`src/rtl/ssc_pkg.sv`:
```
package ssc_pkg;
  // Quarter of the modulation period; order is behavioural.
  typedef enum logic [1:0] {
    Q_RISE    = 2'd0,
    Q_FALL    = 2'd1,
    Q_SINK    = 2'd2,
    Q_RECOVER = 2'd3
  } quarter_t;

  localparam int unsigned LFSR_BITS = 16;
  localparam logic [LFSR_BITS-1:0] LFSR_SEED = 16'hACE1;
  localparam logic [LFSR_BITS-1:0] LFSR_TAPS = 16'h002D;
endpackage

```
`src/rtl/ssc_delta_sum.sv`:
```
module ssc_delta_sum #(
  parameter int unsigned N_STEPS = 12,
  parameter int unsigned STEP_W  = 4,
  parameter int unsigned UW      = 4,
  parameter int unsigned OFS_W   = 6,
  localparam int unsigned SUM_W  = STEP_W + $clog2(N_STEPS + 1)
) (
  input  logic [N_STEPS*STEP_W-1:0] deltas,
  input  logic [UW-1:0]             used,
  input  logic [OFS_W-1:0]          offset,
  output logic [SUM_W-1:0]          total,
  output logic                      over
);
  localparam int unsigned CMP_W = (SUM_W > OFS_W ? SUM_W : OFS_W) + 1;
  localparam logic [OFS_W-1:0] OFS_MAX = {OFS_W{1'b1}};

  logic [SUM_W-1:0] part [N_STEPS+1];
  assign part[0] = '0;

  for (genvar i = 0; i < N_STEPS; i++) begin : g_acc
    logic [SUM_W-1:0] term;
    assign term = (UW'(i) < used) ?
                  {{(SUM_W-STEP_W){1'b0}}, deltas[i*STEP_W +: STEP_W]} : '0;
    assign part[i+1] = part[i] + term;
  end

  logic [CMP_W-1:0] headroom;
  assign headroom = CMP_W'(OFS_MAX) - CMP_W'(offset);
  assign total    = part[N_STEPS];
  assign over     = CMP_W'(total) > headroom;
endmodule

```
`src/rtl/ssc_sequencer.sv`:
```
module ssc_sequencer
  import ssc_pkg::*;
#(
  parameter int unsigned UW      = 4,
  parameter int unsigned DWELL_W = 4
) (
  input  logic           clk,
  input  logic           rst,
  input  logic           run_en,
  input  logic           pfd_en,
  input  logic [UW-1:0]  used,
  input  logic [DWELL_W-1:0] dwell_sel,
  output logic           step,
  output logic [UW-1:0]  sel_idx,
  output logic           add_dir
);
  localparam int unsigned DCW = DWELL_W + 1;

  logic [DCW-1:0] dwell_q;
  logic [UW-1:0]  idx_q;
  quarter_t       qtr_q;

  logic [DCW-1:0] dwell_last;
  logic [UW-1:0]  idx_last;
  logic           qtr_odd;

  assign dwell_last = DCW'(dwell_sel) + DCW'(1);
  assign idx_last   = used - UW'(1);
  assign qtr_odd    = qtr_q[0];

  assign step    = run_en && pfd_en && (dwell_q >= dwell_last);
  assign sel_idx = qtr_odd ? (idx_last - idx_q) : idx_q;
  assign add_dir = (qtr_q == Q_RISE) || (qtr_q == Q_RECOVER);

  always_ff @(posedge clk) begin
    if (rst || !run_en) begin
      dwell_q <= '0;
      idx_q   <= '0;
      qtr_q   <= Q_RISE;
    end else if (pfd_en) begin
      if (step) begin
        dwell_q <= '0;
        if (idx_q >= idx_last) begin
          idx_q <= '0;
          qtr_q <= quarter_t'(qtr_q + 2'd1);
        end else begin
          idx_q <= idx_q + UW'(1);
        end
      end else begin
        dwell_q <= dwell_q + DCW'(1);
      end
    end
  end
endmodule

```
`src/rtl/ssc_dither_lfsr.sv`:
```
module ssc_dither_lfsr
  import ssc_pkg::*;
(
  input  logic clk,
  input  logic rst,
  input  logic adv,
  output logic bit_out
);
  logic [LFSR_BITS-1:0] state_q;
  logic                 fb;

  assign fb      = ^(state_q & LFSR_TAPS);
  assign bit_out = state_q[0];

  always_ff @(posedge clk) begin
    if (rst)      state_q <= LFSR_SEED;
    else if (adv) state_q <= {fb, state_q[LFSR_BITS-1:1]};
  end
endmodule

```
`src/rtl/ssc_profile_gen.sv`:
```
module ssc_profile_gen #(
  parameter int unsigned N_STEPS = 12,
  parameter int unsigned STEP_W  = 4,
  parameter int unsigned CNT_W   = 3,
  parameter int unsigned DWELL_W = 4,
  parameter int unsigned OFS_W   = 6,
  parameter int unsigned OUT_W   = 8
) (
  input  logic                      clk,
  input  logic                      rst,
  input  logic                      pfd_en,
  input  logic                      run_en,
  input  logic [N_STEPS*STEP_W-1:0] cfg_deltas,
  input  logic [CNT_W-1:0]          cfg_pairs,
  input  logic [DWELL_W-1:0]        cfg_dwell,
  input  logic [OFS_W-1:0]          cfg_offset,
  input  logic                      cfg_double,
  input  logic                      cfg_dither,
  output logic [OUT_W-1:0]          mod_word,
  output logic                      mod_valid,
  output logic                      cfg_err
);
  localparam int unsigned UW    = $clog2(N_STEPS + 1);
  localparam int unsigned RAWW  = (CNT_W + 1 > UW) ? CNT_W + 1 : UW;
  localparam int unsigned SUM_W = STEP_W + $clog2(N_STEPS + 1);
  localparam int unsigned ACC_W = SUM_W + 2;
  localparam int unsigned SCL_W = ACC_W + 1;

  // Used step count: twice the pair field, clamped to 2..N_STEPS.
  logic [RAWW-1:0] raw_used;
  logic [UW-1:0]   used;
  assign raw_used = RAWW'({cfg_pairs, 1'b0});
  always_comb begin
    if (raw_used < RAWW'(2))            used = UW'(2);
    else if (raw_used > RAWW'(N_STEPS)) used = UW'(N_STEPS);
    else                                used = UW'(raw_used);
  end

  logic [SUM_W-1:0] step_total;
  ssc_delta_sum #(
    .N_STEPS(N_STEPS), .STEP_W(STEP_W), .UW(UW), .OFS_W(OFS_W)
  ) u_sum (
    .deltas(cfg_deltas), .used(used), .offset(cfg_offset),
    .total(step_total), .over(cfg_err)
  );

  logic          step;
  logic [UW-1:0] sel_idx;
  logic          add_dir;
  ssc_sequencer #(.UW(UW), .DWELL_W(DWELL_W)) u_seq (
    .clk(clk), .rst(rst), .run_en(run_en), .pfd_en(pfd_en),
    .used(used), .dwell_sel(cfg_dwell),
    .step(step), .sel_idx(sel_idx), .add_dir(add_dir)
  );

  logic dbit;
  ssc_dither_lfsr u_lfsr (.clk(clk), .rst(rst), .adv(pfd_en), .bit_out(dbit));

  // Wave accumulator (two's complement).
  logic [STEP_W-1:0] sel_delta;
  logic [ACC_W-1:0]  acc_q, acc_step, delta_ext;
  assign sel_delta = cfg_deltas[sel_idx*STEP_W +: STEP_W];
  assign delta_ext = {{(ACC_W-STEP_W){1'b0}}, sel_delta};
  assign acc_step  = add_dir ? (acc_q + delta_ext) : (acc_q - delta_ext);

  logic [SCL_W-1:0] scaled, biased;
  logic [OUT_W-1:0] next_word, idle_word;
  assign scaled    = cfg_double ? {acc_step, 1'b0} : {acc_step[ACC_W-1], acc_step};
  assign biased    = scaled + {{(SCL_W-OFS_W){1'b0}}, cfg_offset};
  assign next_word = biased[OUT_W-1:0] ^ {{(OUT_W-1){1'b0}}, dbit & cfg_dither};
  assign idle_word = {{(OUT_W-OFS_W){1'b0}}, cfg_offset};

  always_ff @(posedge clk) begin
    if (rst || !run_en) begin
      acc_q     <= '0;
      mod_word  <= idle_word;
      mod_valid <= 1'b0;
    end else begin
      mod_valid <= step;
      if (step) begin
        acc_q    <= acc_step;
        mod_word <= next_word;
      end
    end
  end
endmodule

```
`config.mk`:
```
export PLATFORM = sky130hd
export DESIGN_NAME = ssc_profile_gen
export DESIGN_NICKNAME = d
export VERILOG_FILES = /design/src/rtl/ssc_pkg.sv /design/src/rtl/ssc_delta_sum.sv /design/src/rtl/ssc_sequencer.sv /design/src/rtl/ssc_dither_lfsr.sv /design/src/rtl/ssc_profile_gen.sv
export SDC_FILE = /design/constraint.sdc
export NUM_CORES = 1
export LEC_CHECK = 0
export BUFFER_PORTS_ARGS = -buffer_cell sky130_fd_sc_hd__buf_2
export CAP_MARGIN = 40
export CORE_MARGIN = 5
export CORE_UTILIZATION = 50
export CTS_BUF_LIST = sky130_fd_sc_hd__clkbuf_16
export DETAILED_ROUTE_END_ITERATION = 10
export GPL_TIMING_DRIVEN = 0
export PLACE_DENSITY = 0.78
export SLEW_MARGIN = 20
export SYNTH_ARGS = -nofsm -noshare
export SYNTH_HDL_FRONTEND = slang
export SYNTH_SLANG_ARGS = --single-unit
```
`constraint.sdc`:
```
create_clock -name clk -period 16.23 [get_ports clk]
set_input_delay 0.8115 -clock clk [delete_from_list [all_inputs] [get_ports clk]]
set_output_delay 0.8115 -clock clk [all_outputs]
set_load 0.05 [all_outputs]
```
Yosys cells after proc, flatten, opt, wreduce, memory -nomap -nowiden

Cells that the tools add are included.
Widths: inputs -> output; s select.

Word-level logic and storage cells: 81
Latch bits: 0
RAM bits: 0
Output and inout port bits: 10
Memories: 0
Bits in registers: 46
Bits of input ports: 67
ROM bits: 0

Div/mod/pow operators: 0
Muxes and demuxes: 21
Reduce and logical (&&, ||, !) cells: 10
Bitwise gates (word level): 2
Multipliers: 0
$lt $le $gt $ge: 17
$add $sub $neg: 21
Eq/ne operators: 1
Shift-type cells: 1

Operators with widths:

| operator            | count |
|---|---|
| $add 8x8->8         | 11 |
| $mux 4              | 16 |
| $shiftx 48x7->4     | 1 |
| $lt 3x4->1 const A  | 4 |
| $lt 4x4->1 const A  | 4 |
| $reduce_xor 16->1   | 1 |
| $mux 6              | 2 |
| $add 10x4->10       | 1 |
| $mux 10             | 1 |
| $sub 10x4->10       | 1 |
| $gt 8x9->1          | 1 |
| $add 8x6->8         | 1 |
| $lt 1x4->1 const A  | 2 |
| $lt 2x4->1 const A  | 2 |
| $mux 8              | 1 |
| $xor 8x1->8         | 1 |
| $sub 6x6->7 const A | 1 |
| $add 4x1->5 const B | 1 |
| $add 5x1->5 const B | 1 |
| $ge 5x5->1          | 1 |
| $mux 5              | 1 |
| $add 4x1->4 const B | 1 |
| $ge 4x4->1          | 1 |
| $gt 4x4->1 const B  | 1 |
| other kinds (13)    | 15 |

Longest topological paths before layout

Gate-level depths: netlist of run 1.

Depth after elaboration: 17
Depth in mapped cells: 31
Depth with buffers taken out: 29

By module

A second synthesis of run 1 with hierarchy kept.

Cell total of the unflattened synthesis: 559
Area, all modules: 5002.3 µm²

Modules (own cells, without submodules):

| module          | seq. area each (µm²) | area each (µm²) | cells each | times used |
|---|---|---|---|---|
| ssc_profile_gen | 400.4                | 1866.8          | 204        | 1 |
| ssc_delta_sum   | 0.0                  | 1635.3          | 189        | 1 |
| ssc_sequencer   | 220.2                | 900.9           | 111        | 1 |
| ssc_dither_lfsr | 320.3                | 599.3           | 55         | 1 |

Worst setup path before layout of run 1

OpenSTA, ideal clock, no wires.

Path type: input to output
From: in cfg_pairs[2]
To: out cfg_err
Setup slack: 9.248 ns
Required time: 15.418 ns
Stages: 19
Path buffers: 2
Data arrival time: 6.171 ns
Path through: clkbuf_1 clkbuf_1 nand2_1 fa_1 inv_1 fa_1 fa_1 fa_1 inv_1 fa_1 inv_1 ha_1 fa_1 xor2_1 ha_1 o21ai_0 nand2b_1 a21oi_1 o221ai_1

Word-level cells in the longest chain between the ends: 17
Elaborated cells between the ends (all ways): 40
Those cells by class: add/sub (11); order compare (15); mux (14)

RTL lines:

| item                      | RTL line              | text |
|---|---|---|
| from (decl)               | ssc_profile_gen.sv:14 | `input logic [CNT_W-1:0] cfg_pairs,` |
| $gt 4x4->1                | ssc_profile_gen.sv:35 | `else if (raw_used > RAWW'(N_STEPS)) used = UW'(N_STEPS);` |
| $mux 4                    | ssc_profile_gen.sv:35 |  |
| $mux 4 (*)                | ssc_profile_gen.sv:34 | `if (raw_used < RAWW'(2)) used = UW'(2);` |
| $lt 1x4->1                | ssc_delta_sum.sv:22   | `assign term = (UW'(i) < used) ?` |
| $mux 4                    | ssc_delta_sum.sv:22   |  |
| $add 8x8->8 (10 in a row) | ssc_delta_sum.sv:24   | `assign part[i+1] = part[i] + term;` |
| $add 8x8->8 (*)           | ssc_delta_sum.sv:24   |  |
| $gt 8x9->1 (*)            | ssc_delta_sum.sv:30   | `assign over = CMP_W'(total) > headroom;` |
| to (decl)                 | ssc_profile_gen.sv:21 | `output logic cfg_err` |

Every way passes the cells marked *; elsewhere a longest branch is shown, timed or not.

Final worst setup path of run 1

Ends and elaborated chain as after synthesis.

==> results of run 1 <==
[worst max-delay path, stage by stage]
cell and delay, ns:
buf_2 0.09, clkbuf_1 0.29, clkbuf_1 0.43, nand2_1 0.18, fa_1 0.52, inv_1 0.05, fa_1 0.46, fa_1 0.54
fa_1 0.55, inv_1 0.06, fa_1 0.52, inv_1 0.04, ha_1 0.22, fa_1 0.43, xor2_1 0.19, ha_1 0.29
o21ai_0 0.08, nand2b_1 0.08, a21oi_1 0.07, o221ai_1 0.18, buf_2 0.30
[cells in the final DEF (no fill, tap or decap), types with 4 or more instances in the layout]
cell type / count
fa_1: 39
and3_1: 10
o21ai_1: 7
nand2b_1: 7
xnor2_1: 12
nand4_1: 4
mux2i_1: 19
clkbuf_1: 14
nor2b_1: 9
nor3_1: 7
a211oi_1: 7
nand3_1: 13
ha_1: 47
o21ai_0: 14
o21a_1: 7
mux2_2: 6
buf_2: 78
mux4_2: 17
and2_1: 13
inv_1: 78
a21o_1: 9
xor2_1: 14
edfxtp_1: 6
clkbuf_16: 6
nand2_1: 49
a21oi_1: 24
a211o_1: 7
nor2_1: 35
dfxtp_1: 38
[kinds of logic (layout without fill, tap and decap cells)]
family          after synthesis  after routing
buf+inv                     100            184
simple gates                154            154
compound gates               95             95
flops                        44             44
fa+ha+maj                    86             86
mux                          42             42
xor+xnor                     28             28
[worst paths after layout]
path	start	end	slack, ns	depth (start not counted)
worst max-delay path	cfg_pairs[2]	cfg_err	9.01	21
worst min-delay path	u_lfsr.state_q[7]	u_lfsr.state_q[6]	0.46	1
worst max register to register	u_seq.idx_q[1]	mod_word[7]	10.20	25
worst min register to register	u_lfsr.state_q[7]	u_lfsr.state_q[6]	0.46	1
[metal layers]
metal	vias to the layer above	global-route usage (%)
li1	2052	-
met1	2022	23.8
met2	153	36.2
met3	28	2.68
met4	0	9.17
met5	-	0
[synth_stat cells (2+ instances only)]
master	number	share of area (%)
nor4_1	2	0.25
clkbuf_1	14	1.1
mux2_2	6	1.4
nand3_1	13	1.3
nand2b_1	7	0.88
and2_1	13	1.6
nor3_1	7	0.70
a31oi_1	3	0.38
dfxtp_1	38	15
or3_1	2	0.25
xor2_1	14	2.5
a211o_1	7	1.2
ha_1	47	12
fa_1	39	16
and3_1	10	1.3
o21a_1	7	1.1
xnor2_1	12	2.1
o21ai_1	7	0.70
inv_1	78	5.9
buf_2	3	0.30
buf_1	2	0.15
nor2_1	35	2.6
nand4_1	4	0.50
a211oi_1	7	1.1
o21ai_0	14	1.4
a22o_1	2	0.35
a21o_1	9	1.4
nand2_1	49	3.7
a311oi_2	2	0.60
nor2b_1	9	1.1
a21oi_1	24	2.4
edfxtp_1	6	3.6
or2_2	2	0.25
mux4_2	17	7.7
mux2i_1	19	3.8
o211ai_1	2	0.30
[flip-flops by register name (all words and copies together) (netlist names)]
signal / cells
u_lfsr.state_q: 16
u_seq.qtr_q: 2
u_seq.idx_q: 4
mod_valid: 1
u_seq.dwell_q: 5
acc_q: 8
mod_word: 8
[power groups by stage]
stage                     Sequential, uW  Clock, uW  Combinational (uW)
final                                118        109                 410
after global routing                 119        116                 472
after CTS                            118        111                 418
after detailed placement             121          0                 415
after global placement               120          0                 393
after floorplan                      127          0                 314
[cell type report]
type	instances	area [sq um]
Timing Repair Buffer	76	383
Fill cell	899	4060
Clock inverter	2	16.3
Clock buffer	6	150
Tap cell	133	166
Inverter	79	297
Sequential cell	44	941
Buffer	21	93.8
Multi-Input combinational cell	405	3670
[stage by stage]
| step | setup WS, ns | total power [uW] |
|---|---|---|
| after floorplan | 9.25 | 441 |
| after CTS | 8.99 | 647 |
| after global placement | 9.14 | 513 |
| after detailed placement | 9.00 | 535 |
| after global routing | 8.72 | 707 |
| final | 9.01 | 638 |
==> metrics.txt, run 1 <==
# TYPE chip_impl_metric gauge
chip_impl_info{name="synth_top_family_by_area",value="adder cells"} 1
chip_impl_metric{name="route.vias.total",unit=""} 4255
chip_impl_metric{name="via_count_of_the_first_global_routing_pass",unit=""} 4339
chip_impl_metric{name="synthesis.instances",unit=""} 549
chip_impl_info{name="flip_flop_cell_with_the_highest_count_after_synthesis",value="dfxtp_1"} 1
chip_impl_metric{name="power.share.switching",unit="%"} 44.5
chip_impl_metric{name="power.clock.fraction",unit="%"} 17.1
chip_impl_metric{name="clkSinkCount",unit=""} 44
chip_impl_metric{name="synth-compound-area-share",unit="%"} 13.2
chip_impl_metric{name="insertedDiodeCount",unit=""} 0
chip_impl_metric{name="finalWeightedCongestion",unit=""} 0.911
chip_impl_metric{name="initial_drt_markers",unit=""} 201
chip_impl_metric{name="data_required_time_of_the_critical_path",unit="ns"} 15.42
chip_impl_metric{name="synth_cell_type_count",unit=""} 53
chip_impl_metric{name="antenna_violations_before_repair",unit=""} 0
chip_impl_metric{name="die_width",unit="microns"} 110
chip_impl_metric{name="vias_per_cell",unit=""} 5.55
chip_impl_metric{name="fin_util",unit="%"} 58.5
chip_impl_metric{name="max_clock_freq",unit="MHz"} 139
chip_impl_metric{name="grtUsageTotal",unit="%"} 20.2
chip_impl_metric{name="postSynthNetCount",unit=""} 702
chip_impl_metric{name="power_per_cell_area",unit="nW/um^2"} 112
chip_impl_metric{name="setup_violations",unit=""} 0
chip_impl_metric{name="floorplan.rows",unit=""} 36
chip_impl_metric{name="routedWlPerCell",unit="microns"} 15.2
chip_impl_metric{name="postSynthAreaPerCell",unit="sq um"} 9.10
chip_impl_metric{name="die_height",unit="microns"} 110
chip_impl_metric{name="timing.final.hold_violations",unit=""} 0
chip_impl_metric{name="post-route-period-util",unit="%"} 44.5
chip_impl_metric{name="timing.slew.headroom",unit="%"} 56.2
chip_impl_metric{name="max_cap_violations",unit=""} 0
chip_impl_metric{name="route.met3.wl",unit="microns"} 753
chip_impl_metric{name="route.met2.wl",unit="mm"} 5.89
chip_impl_metric{name="finalMaxSlewViolations",unit=""} 0
chip_impl_metric{name="tightest_slew",unit="ns"} 0.657
chip_impl_metric{name="finalInstanceArea",unit="sq um"} 5710
chip_impl_info{name="crit_type",value="input pin to output pin"} 1
chip_impl_info{name="grt_setup_unrepaired",value="false"} 1
chip_impl_metric{name="vdd.ir_drop.worst",unit="mV"} 0.291
chip_impl_info{name="dr.max_layer_used",value="met4"} 1
chip_impl_metric{name="tritoncts.num_buffers",unit=""} 5
chip_impl_metric{name="first_drt_pass_iteration_count",unit=""} 4
chip_impl_metric{name="combPwrFrac",unit="%"} 64.3
chip_impl_metric{name="synth_simple_gate_area_share",unit="%"} 14.6
chip_impl_metric{name="syn_to_final_growth",unit="%"} 14.3
chip_impl_metric{name="detail_route.drc_violations",unit=""} 0
chip_impl_metric{name="grt_pass1_wl",unit="mm"} 19.4
chip_impl_metric{name="post_synth_xor_area_fraction",unit="%"} 5.36
chip_impl_metric{name="seqPwrFrac",unit="%"} 18.5
chip_impl_info{name="timing.hold.worst.class",value="register to register"} 1
chip_impl_metric{name="gr-total-overflow",unit=""} 0
chip_impl_metric{name="critPathMaxFanout",unit=""} 10
chip_impl_metric{name="final_net_count",unit=""} 785
chip_impl_info{name="timing.critical_path.to_type",value="output pin"} 1
chip_impl_metric{name="syn_area",unit="sq um"} 5000
chip_impl_metric{name="finalSetupTns",unit="ns"} 0
chip_impl_metric{name="p_int",unit="uW"} 354
chip_impl_metric{name="layout-drive-gt1-share",unit="%"} 19.0
chip_impl_metric{name="routed_wl",unit="mm"} 11.7
chip_impl_metric{name="path_clk_slew",unit="ns"} 0.06
chip_impl_metric{name="initial_core_util",unit="%"} 51.1
chip_impl_metric{name="final-instance-count-excl-fill",unit=""} 766
chip_impl_info{name="run_status",value="completed"} 1
chip_impl_metric{name="fin_crit",unit="ns"} 7.22
chip_impl_metric{name="yosys_warnings",unit=""} 0
chip_impl_metric{name="p_leak",unit="uW"} 0.00275
chip_impl_metric{name="placed_cell_areas",unit="sq um"} 5550
chip_impl_metric{name="pin_count_of_the_biggest_net_entering_global_routing",unit=""} 16
chip_impl_metric{name="place.port_buffers",unit=""} 75
chip_impl_info{name="tritoncts",value="built"} 1
chip_impl_metric{name="postSynthRegisterBits",unit=""} 44
chip_impl_metric{name="ant_nets",unit=""} 0
chip_impl_metric{name="cts.hold.buffers_added",unit=""} 0
chip_impl_metric{name="synth-edff-count",unit=""} 6
chip_impl_metric{name="core-area",unit="sq um"} 9770
chip_impl_metric{name="route.layer.met1.wl",unit="mm"} 4.58
chip_impl_metric{name="dp_cells",unit=""} 758
chip_impl_metric{name="critPathArrivalTime",unit="ns"} 6.41
chip_impl_metric{name="async_set_or_reset_flop_fraction_in_the_synthesized_netlist",unit="%"} 0
chip_impl_info{name="clockRootBuffer",value="clkbuf_16"} 1
chip_impl_metric{name="synth_adder_area_share",unit="%"} 27.4
chip_impl_metric{name="synth.yosys.seq_area_share",unit="%"} 18.8
chip_impl_metric{name="cts_max_level",unit=""} 2
chip_impl_metric{name="timing.hold.ws",unit="ns"} 0.458
chip_impl_metric{name="dp.final_hpwl",unit="mm"} 9.76
chip_impl_metric{name="timing.clock.skew",unit="ns"} 0.00830
chip_impl_metric{name="synth.mux.area_fraction",unit="%"} 12.8
chip_impl_metric{name="postCtsSetupBuffers",unit=""} 0
chip_impl_metric{name="cts_repair_resize_count",unit=""} 0
chip_impl_metric{name="switchingPower",unit="uW"} 284
chip_impl_metric{name="die_area",unit="sq um"} 12100
chip_impl_metric{name="clkLatencyLatePin",unit="ns"} 0.29
chip_impl_metric{name="ctsLongestPathBuffers",unit=""} 2
chip_impl_info{name="critical_path.startpoint_type",value="input pin"} 1
chip_impl_metric{name="ios",unit=""} 77
Power figures use the tool's default switching activity.
==> run 2, diff against run 1 <==
--- a/config.mk
+++ b/config.mk
@@ -12,7 +12,7 @@
 export CTS_BUF_LIST = sky130_fd_sc_hd__clkbuf_16
 export DETAILED_ROUTE_END_ITERATION = 10
 export GPL_TIMING_DRIVEN = 0
-export PLACE_DENSITY = 0.78
+export PLACE_DENSITY = 0.8
 export SLEW_MARGIN = 20
 export SYNTH_ARGS = -nofsm -noshare
 export SYNTH_HDL_FRONTEND = slang
==> constraint.sdc (replaced) <==
create_clock -name clk -period 5.9 [get_ports clk]
set_input_delay 0.295 -clock clk [delete_from_list [all_inputs] [get_ports clk]]
set_output_delay 0.295 -clock clk [all_outputs]
set_load 0.05 [all_outputs]
==> metrics.txt, run 2 (same netlist as run 1, synthesis figures left out) <==
# TYPE chip_impl_metric gauge
chip_impl_info{name="crit_type",value="input pin to output pin"} 1
chip_impl_metric{name="finalWeightedCongestion",unit=""} 0.903
chip_impl_info{name="hold_end",value="mod_word[2]"} 1
chip_impl_info{name="critical_path.most_common_cell",value="fa_1"} 1
chip_impl_metric{name="critPathArrivalTime",unit="ns"} 5.39
chip_impl_metric{name="via_count_of_the_first_global_routing_pass",unit=""} 4545
chip_impl_info{name="run_status",value="completed"} 1
chip_impl_metric{name="hold-path-cell-count",unit=""} 3
chip_impl_metric{name="routedWlPerCell",unit="microns"} 16.3
chip_impl_info{name="path_cells",value="buf_2 -> clkbuf_4 -> o21a_4 -> and2_1 -> fa_1 -> fa_1 -> fa_1 -> fa_1 -> inv_1 -> fa_1 -> inv_1 -> ha_1 -> fa_2 -> ha_4 -> o21a_1 -> o21ai_1 -> nand2b_1 -> a21oi_2 -> o221ai_2 -> buf_6"} 1
chip_impl_metric{name="gr-total-overflow",unit=""} 0
chip_impl_metric{name="power_per_cell_area",unit="nW/um^2"} 327
chip_impl_metric{name="detail_route.drc_violations",unit=""} 0
chip_impl_metric{name="data_required_time_of_the_critical_path",unit="ns"} 5.61
chip_impl_metric{name="final-instance-count-excl-fill",unit=""} 775
chip_impl_metric{name="die_height",unit="microns"} 110
chip_impl_metric{name="die_area",unit="sq um"} 12100
chip_impl_metric{name="cts_max_level",unit=""} 2
chip_impl_info{name="top_register",value="u_lfsr.state_q"} 1
chip_impl_metric{name="p_leak",unit="uW"} 0.00283
chip_impl_metric{name="dp_cells",unit=""} 757
chip_impl_metric{name="syn_to_final_growth",unit="%"} 18.5
chip_impl_metric{name="dp.final_hpwl",unit="mm"} 10.1
chip_impl_metric{name="routed_wl",unit="mm"} 12.6
chip_impl_metric{name="seqPwrFrac",unit="%"} 16.8
chip_impl_metric{name="ctsLongestPathBuffers",unit=""} 2
chip_impl_metric{name="clkSinkCount",unit=""} 44
chip_impl_metric{name="p_int",unit="uW"} 1090
chip_impl_info{name="timing.hold.worst.class",value="input pin to register"} 1
chip_impl_metric{name="max_stage_delay",unit="ns"} 0.58
chip_impl_metric{name="max_clock_freq",unit="MHz"} 176
chip_impl_metric{name="clkLatencyLatePin",unit="ns"} 0.28
chip_impl_metric{name="timing.critical_path.buf_inv",unit=""} 5
chip_impl_info{name="crit_slowest_cell",value="fa_1"} 1
chip_impl_metric{name="tightest_slew",unit="ns"} 0.613
chip_impl_metric{name="setup_slack",unit="ns"} 0.211
chip_impl_metric{name="place.port_buffers",unit=""} 75
chip_impl_metric{name="first_drt_pass_iteration_count",unit=""} 5
chip_impl_info{name="reg.largest.list",value="u_lfsr.state_q: 16 flops, acc_q: 8 flops, mod_word: 8 flops"} 1
chip_impl_metric{name="grt_pass1_wl",unit="mm"} 20.1
chip_impl_metric{name="reg2reg_setup_slack",unit="ns"} 0.31
chip_impl_info{name="layout_common_cells",value="inv_1, buf_2, nand2_1, ha_1"} 1
chip_impl_info{name="critical_path.startpoint_type",value="input pin"} 1
chip_impl_metric{name="placed_cell_areas",unit="sq um"} 5550
chip_impl_metric{name="switchingPower",unit="uW"} 848
chip_impl_metric{name="power.share.switching",unit="%"} 43.8
chip_impl_metric{name="critPathMaxFanout",unit=""} 10
chip_impl_metric{name="initial_core_util",unit="%"} 51.1
chip_impl_metric{name="setup_violations",unit=""} 0
chip_impl_metric{name="grtUsageTotal",unit="%"} 20.9
chip_impl_metric{name="core-area",unit="sq um"} 9770
chip_impl_metric{name="combPwrFrac",unit="%"} 67.5
chip_impl_metric{name="finalInstanceArea",unit="sq um"} 5920
chip_impl_info{name="final_common_cell",value="inv_1"} 1
chip_impl_metric{name="ios",unit=""} 77
chip_impl_metric{name="post-route-period-util",unit="%"} 96.4
chip_impl_metric{name="final_net_count",unit=""} 794
chip_impl_metric{name="finalMaxSlewViolations",unit=""} 0
chip_impl_metric{name="fin_crit",unit="ns"} 5.69
chip_impl_info{name="regToRegStartpoint",value="u_seq.idx_q[1]"} 1
chip_impl_metric{name="timing.final.hold_violations",unit=""} 0
chip_impl_info{name="worst_min_delay_path_startpoint",value="cfg_offset[2]"} 1
chip_impl_info{name="crit-reg2reg-capture",value="mod_word[7]"} 1
chip_impl_metric{name="layout-drive-gt1-share",unit="%"} 23.4
chip_impl_metric{name="timing.clock.skew",unit="ns"} 0.00540
chip_impl_metric{name="reg2regPathDepth",unit=""} 25
chip_impl_metric{name="insertedDiodeCount",unit=""} 0
chip_impl_info{name="crit_family",value="adder cells"} 1
chip_impl_metric{name="floorplan.rows",unit=""} 36
chip_impl_metric{name="antenna_violations_before_repair",unit=""} 0
chip_impl_metric{name="post-place-ws",unit="ns"} -0.684
chip_impl_metric{name="pin_count_of_the_biggest_net_entering_global_routing",unit=""} 16
chip_impl_metric{name="route.vias.total",unit=""} 4395
chip_impl_info{name="tritoncts",value="built"} 1
chip_impl_metric{name="vdd.ir_drop.worst",unit="mV"} 1.05
chip_impl_metric{name="path_clk_slew",unit="ns"} 0.06
chip_impl_metric{name="die_width",unit="microns"} 110
chip_impl_info{name="clockRootBuffer",value="clkbuf_16"} 1
chip_impl_metric{name="fin_util",unit="%"} 60.6
chip_impl_metric{name="ant_nets",unit=""} 0
chip_impl_metric{name="timing.slew.headroom",unit="%"} 59.1
chip_impl_metric{name="power.clock.fraction",unit="%"} 15.6
chip_impl_metric{name="tritoncts.num_buffers",unit=""} 5
chip_impl_metric{name="initial_drt_markers",unit=""} 250
chip_impl_info{name="timing.critical_path.to_type",value="output pin"} 1
chip_impl_metric{name="max_cap_violations",unit=""} 0
chip_impl_metric{name="flip_flop_count_of_the_largest_register_all_copies_and_words_added",unit=""} 16
chip_impl_metric{name="vias_per_cell",unit=""} 5.67
-- run 2: timing repair --
action,4_1_cts,5_1_grt
setup buffers,3,7
pin swaps,0,13
gates resized for setup,11,30
setup endpoints to repair,4,4
hold endpoints to repair,0,0
hold buffers,0,0
-- run 2: tightest hold or removal path: cells and delay by family --
kind / cells / cell delay, ns
buf+inv: 1 / 0.11
compound gates: 1 / 0.06
simple gates: 1 / 0.05
-- run 2: per-layer routing --
metal | vias up | global-route usage [%] | part of all wire (%)
li1 | 2069 | - | -
met1 | 2085 | 24.0 | 39
met2 | 196 | 37.6 | 51
met3 | 45 | 2.80 | 5.9
met4 | 0 | 11.2 | 4.5
met5 | - | 0 | 0
-- run 2: worst max-delay path by stage --
stage	startpoint	to	slack, ns	cells past startpoint
2_1_floorplan	cfg_pairs[2]	mod_word[7]	0.17	30
6_report	cfg_pairs[2]	cfg_err	0.21	20
3_3_place_gp	cfg_pairs[2]	mod_word[7]	-0.52	31
3_5_place_dp	cfg_pairs[2]	mod_word[7]	-0.68	31
5_1_grt	cfg_pairs[2]	cfg_err	-0.01	20
4_1_cts	cfg_pairs[1]	mod_word[7]	0.002	30
-- run 2: final cells by class --
class / instances / area, sq um
buffer: 20 / 111
inverter: 79 / 297
sequential: 44 / 941
clock buffer: 6 / 150
fill: 836 / 3850
tap: 133 / 166
clock inverter: 2 / 16.3
multi-input combinational: 405 / 3770
timing repair buffer: 86 / 468
-- run 2: per-stage QoR --
step / hold slack (ns) / TNS [ns] / total power, uW
finish: 0.338 / 0 / 1940
global route: 0.366 / -0.0161 / 2150
CTS: 0.340 / 0 / 1800
detailed placement: 0.451 / -2.05 / 1490
global placement: 0.433 / -1.17 / 1440
floorplan: 0.427 / 0 / 1240
-- run 2: power groups by stage --
stage / Combinational (uW) / Sequential, uW / Clock, uW
global placement: 1100 / 331 / 0
detailed placement: 1160 / 333 / 0
finish: 1310 / 326 / 302
CTS: 1170 / 326 / 306
floorplan: 887 / 349 / 0
global route: 1500 / 327 / 322
==> run 3, diff against run 2 <==
--- a/config.mk
+++ b/config.mk
@@ -9,11 +9,12 @@
 export CAP_MARGIN = 40
 export CORE_MARGIN = 5
 export CORE_UTILIZATION = 50
-export CTS_BUF_LIST = sky130_fd_sc_hd__clkbuf_16
+export CTS_BUF_LIST = sky130_fd_sc_hd__clkbuf_8
 export DETAILED_ROUTE_END_ITERATION = 10
 export GPL_TIMING_DRIVEN = 0
 export PLACE_DENSITY = 0.8
 export SLEW_MARGIN = 20
 export SYNTH_ARGS = -nofsm -noshare
 export SYNTH_HDL_FRONTEND = slang
+export SYNTH_HIERARCHICAL = 1
 export SYNTH_SLANG_ARGS = --single-unit
==> metrics.txt, run 3 <==
# TYPE chip_impl_metric gauge
chip_impl_metric{name="initial_core_util",unit="%"} 51.2
chip_impl_metric{name="die_width",unit="microns"} 110
chip_impl_metric{name="place.port_buffers",unit=""} 74
chip_impl_info{name="grt_setup_unrepaired",value="true"} 1
chip_impl_metric{name="synthDominantCellAreaShare",unit="%"} 16.0
chip_impl_info{name="final_common_cell",value="buf_2"} 1
chip_impl_metric{name="detail_route.drc_violations",unit=""} 0
chip_impl_metric{name="clkLatencyLatePin",unit="ns"} 0.31
chip_impl_metric{name="syn_to_final_growth",unit="%"} 18.9
chip_impl_info{name="run_status",value="complete, but fails checks"} 1
chip_impl_metric{name="pin_count_of_the_biggest_net_entering_global_routing",unit=""} 14
chip_impl_metric{name="clkSinkCount",unit=""} 44
chip_impl_metric{name="first_drt_pass_iteration_count",unit=""} 4
chip_impl_metric{name="setup_slack",unit="ns"} -0.120
chip_impl_metric{name="synth.yosys.seq_area_share",unit="%"} 18.8
chip_impl_metric{name="syn_area",unit="sq um"} 5000
chip_impl_metric{name="initial_drt_markers",unit=""} 171
chip_impl_metric{name="routed_wl",unit="mm"} 12.2
chip_impl_info{name="clockRootBuffer",value="clkbuf_8"} 1
chip_impl_metric{name="yosys_warnings",unit=""} 6
chip_impl_metric{name="ant_nets",unit=""} 0
chip_impl_info{name="critical_path.startpoint_type",value="input pin"} 1
chip_impl_metric{name="die_area",unit="sq um"} 12100
chip_impl_info{name="top_register",value="u_lfsr/state_q"} 1
chip_impl_metric{name="multi_input_comb_area",unit="sq um"} 3900
chip_impl_metric{name="synth_cell_type_count",unit=""} 67
chip_impl_metric{name="vias_per_cell",unit=""} 5.45
chip_impl_metric{name="data_required_time_of_the_critical_path",unit="ns"} 5.61
chip_impl_metric{name="power.share.switching",unit="%"} 47.0
chip_impl_metric{name="post-route-period-util",unit="%"} 102
chip_impl_info{name="timing.hold.worst.class",value="input pin to register"} 1
chip_impl_metric{name="ctsLongestPathBuffers",unit=""} 2
chip_impl_metric{name="ff_latch_area",unit="sq um"} 941
chip_impl_metric{name="critPathArrivalTime",unit="ns"} 5.73
chip_impl_metric{name="fin_crit",unit="ns"} 6.02
chip_impl_metric{name="die_height",unit="microns"} 110
chip_impl_metric{name="seqPwrFrac",unit="%"} 13.4
chip_impl_info{name="crit_type",value="input pin to output pin"} 1
chip_impl_metric{name="insertedDiodeCount",unit=""} 0
chip_impl_metric{name="synthesis.instances",unit=""} 559
chip_impl_metric{name="p_int",unit="uW"} 1280
chip_impl_metric{name="routedWlPerCell",unit="microns"} 15.5
chip_impl_metric{name="synth-edff-count",unit=""} 6
chip_impl_metric{name="timing.slew.headroom",unit="%"} 59.1
chip_impl_metric{name="tightest_slew",unit="ns"} 0.614
chip_impl_metric{name="timing.clock.skew",unit="ns"} 0.00443
chip_impl_metric{name="dp.final_hpwl",unit="mm"} 9.79
chip_impl_metric{name="power_per_cell_area",unit="nW/um^2"} 406
chip_impl_metric{name="floorplan.rows",unit=""} 36
chip_impl_info{name="reg.largest.list",value="u_lfsr/state_q: 16 flops, acc_q: 8 flops, mod_word: 8 flops"} 1
chip_impl_metric{name="cts.hold.buffers_added",unit=""} 0
chip_impl_metric{name="final_net_count",unit=""} 813
chip_impl_metric{name="power.clock.fraction",unit="%"} 7.7
chip_impl_metric{name="fillCellCount",unit=""} 852
chip_impl_metric{name="ios",unit=""} 77
chip_impl_metric{name="switchingPower",unit="uW"} 1140
chip_impl_info{name="ranking_of_synthesized_cells_by_area",value="fa_1, dfxtp_1, ha_1"} 1
chip_impl_info{name="flip_flop_cell_with_the_highest_count_after_synthesis",value="dfxtp_1"} 1
chip_impl_metric{name="postSynthRegisterBits",unit=""} 44
chip_impl_info{name="synth_top_cells_by_count",value="inv_1, nand2_1, ha_1"} 1
chip_impl_metric{name="grt_pass1_wl",unit="mm"} 20.3
chip_impl_info{name="synthMostInstantiatedCell",value="inv_1"} 1
chip_impl_metric{name="p_total",unit="uW"} 2420
chip_impl_metric{name="setup_violations",unit=""} 1
chip_impl_metric{name="core-area",unit="sq um"} 9770
chip_impl_metric{name="final-instance-count-excl-fill",unit=""} 791
chip_impl_metric{name="combPwrFrac",unit="%"} 78.9
chip_impl_metric{name="tritoncts.num_buffers",unit=""} 5
chip_impl_metric{name="vdd.ir_drop.worst",unit="mV"} 0.469
chip_impl_metric{name="critPathMaxFanout",unit=""} 4
chip_impl_metric{name="max_cap_violations",unit=""} 0
chip_impl_metric{name="path_clk_slew",unit="ns"} 0.08
chip_impl_metric{name="async_set_or_reset_flop_fraction_in_the_synthesized_netlist",unit="%"} 0
chip_impl_metric{name="via_count_of_the_first_global_routing_pass",unit=""} 4526
chip_impl_metric{name="postSynthAreaPerCell",unit="sq um"} 8.95
chip_impl_metric{name="timing.final.hold_violations",unit=""} 0
chip_impl_metric{name="dp_cells",unit=""} 775
chip_impl_metric{name="finalMaxSlewViolations",unit=""} 0
chip_impl_metric{name="route.vias.total",unit=""} 4313
chip_impl_info{name="timing.critical_path.to_type",value="output pin"} 1
chip_impl_metric{name="antenna_violations_before_repair",unit=""} 0
chip_impl_metric{name="max_clock_freq",unit="MHz"} 166
chip_impl_metric{name="layout-drive-gt1-share",unit="%"} 26.0
chip_impl_info{name="tritoncts",value="built"} 1
chip_impl_metric{name="cts_max_level",unit=""} 2
chip_impl_metric{name="flip_flop_count_of_the_largest_register_all_copies_and_words_added",unit=""} 16
chip_impl_info{name="layout_common_cells",value="buf_2, inv_1, nand2_1, ha_1, nor2_1"} 1
chip_impl_metric{name="p_leak",unit="uW"} 0.00281
chip_impl_info{name="cell_accounting_for_the_most_synthesized_area",value="fa_1"} 1
chip_impl_info{name="violations",value="setup timing"} 1
chip_impl_metric{name="grtUsageTotal",unit="%"} 21.2
chip_impl_metric{name="finalWeightedCongestion",unit=""} 0.948
chip_impl_metric{name="gr-total-overflow",unit=""} 0
run 3: cell types whose count changed after synthesis, sizes merged, moves of 5 or more:
| cell | before | now |
|---|---|---|
| nor2 | 35 | 40 |
| mux4 | 17 | 12 |
| nand3 | 13 | 18 |
| and3 | 10 | 2 |
| clkbuf | 14 | 9 |
| a211o | 7 | 2 |
| nand2 | 49 | 59 |
run 3: critical path, cell delays in order:
cell	delay, ns
buf_6	0.09
inv_2	0.04
a21o_1	0.15
o21ai_4	0.08
or3_4	0.37
nor2_4	0.14
nor2b_2	0.06
fa_1	0.52
fa_1	0.59
fa_1	0.44
fa_1	0.53
inv_1	0.05
fa_1	0.50
inv_2	0.05
ha_4	0.17
fa_2	0.60
ha_4	0.22
a21oi_2	0.15
o221ai_2	0.14
a211o_4	0.36
buf_8	0.15
run 3: power groups by stage:
stage / Clock, uW / Combinational, uW / Sequential, uW
after floorplan: 0 / 1070 / 347
after global placement: 0 / 1290 / 330
after CTS: 191 / 1590 / 323
final: 187 / 1910 / 323
after detailed placement: 0 / 1350 / 330
after global routing: 205 / 2090 / 325
run 3: per-stage QoR:
stage / util [%] / setup TNS (ns) / setup slack (ns) / hold slack (ns) / instance area, sq um
global route: 60.9 / -0.288 / -0.288 / 0.305 / 5950
finish: 60.9 / -0.120 / -0.120 / 0.300 / 5950
CTS: 59.1 / -0.164 / -0.164 / 0.293 / 5780
floorplan: - / 0 / 0.0188 / 0.441 / 5050
global placement: 57.2 / -1.12 / -0.479 / 0.457 / 5590
detailed placement: 57.2 / -1.64 / -0.493 / 0.466 / 5590
run 3: final cells by class:
class | instances | area share [%]
Multi-Input combinational cell | 430 | 65.6
Sequential cell | 44 | 15.8
Timing Repair Buffer | 83 | 7.63
Inverter | 76 | 4.84
Tap cell | 133 | 2.80
Buffer | 18 | 1.96
Clock buffer | 5 | 1.16
Clock inverter | 2 | 0.189
run 3: layer usage:
layer  track usage [%]  vias up  share of wire [%]
met2              38.0      144                 51
li1                  -     2093                  -
met1              25.1     2049                 40
met5                 0        -                  0
met3              4.08       27                6.6
met4              7.66        0                2.5
run 3: path summary, 6_finish.rpt:
path / end / start / slack, ns / cells past startpoint
max: cfg_err / cfg_pairs[0] / -0.12 / 21
min: u_seq/dwell_q[1] / pfd_en / 0.30 / 3
max reg2reg: mod_word[7] / u_seq/qtr_q[0] / 0.42 / 25
min reg2reg: u_lfsr/state_q[10] / u_lfsr/state_q[10] / 0.48 / 2
run 3: kinds of logic (layout without fill, tap and decap cells):
family / after synthesis / in the layout / share of synthesized area (%)
and+or+nand+nor: 171 / 171 / 16.4
AOI/OAI and AO/OA: 95 / 95 / 13.4
buffers and inverters: 94 / 184 / 7.73
adders and majority gates: 88 / 88 / 28.0
DFF: 44 / 44 / 18.8
muxes: 38 / 38 / 10.7
xor gates and xnor gates: 28 / 28 / 4.90
other: 1 / 10 / 0.0750
run 3: repair_timing:
action / CTS / global route
pin swaps: 17 / 22
buffers inserted: 3 / 5
gates cloned: 0 / 1
setup endpoints to repair: 3 / 4
gates resized for setup: 23 / 33
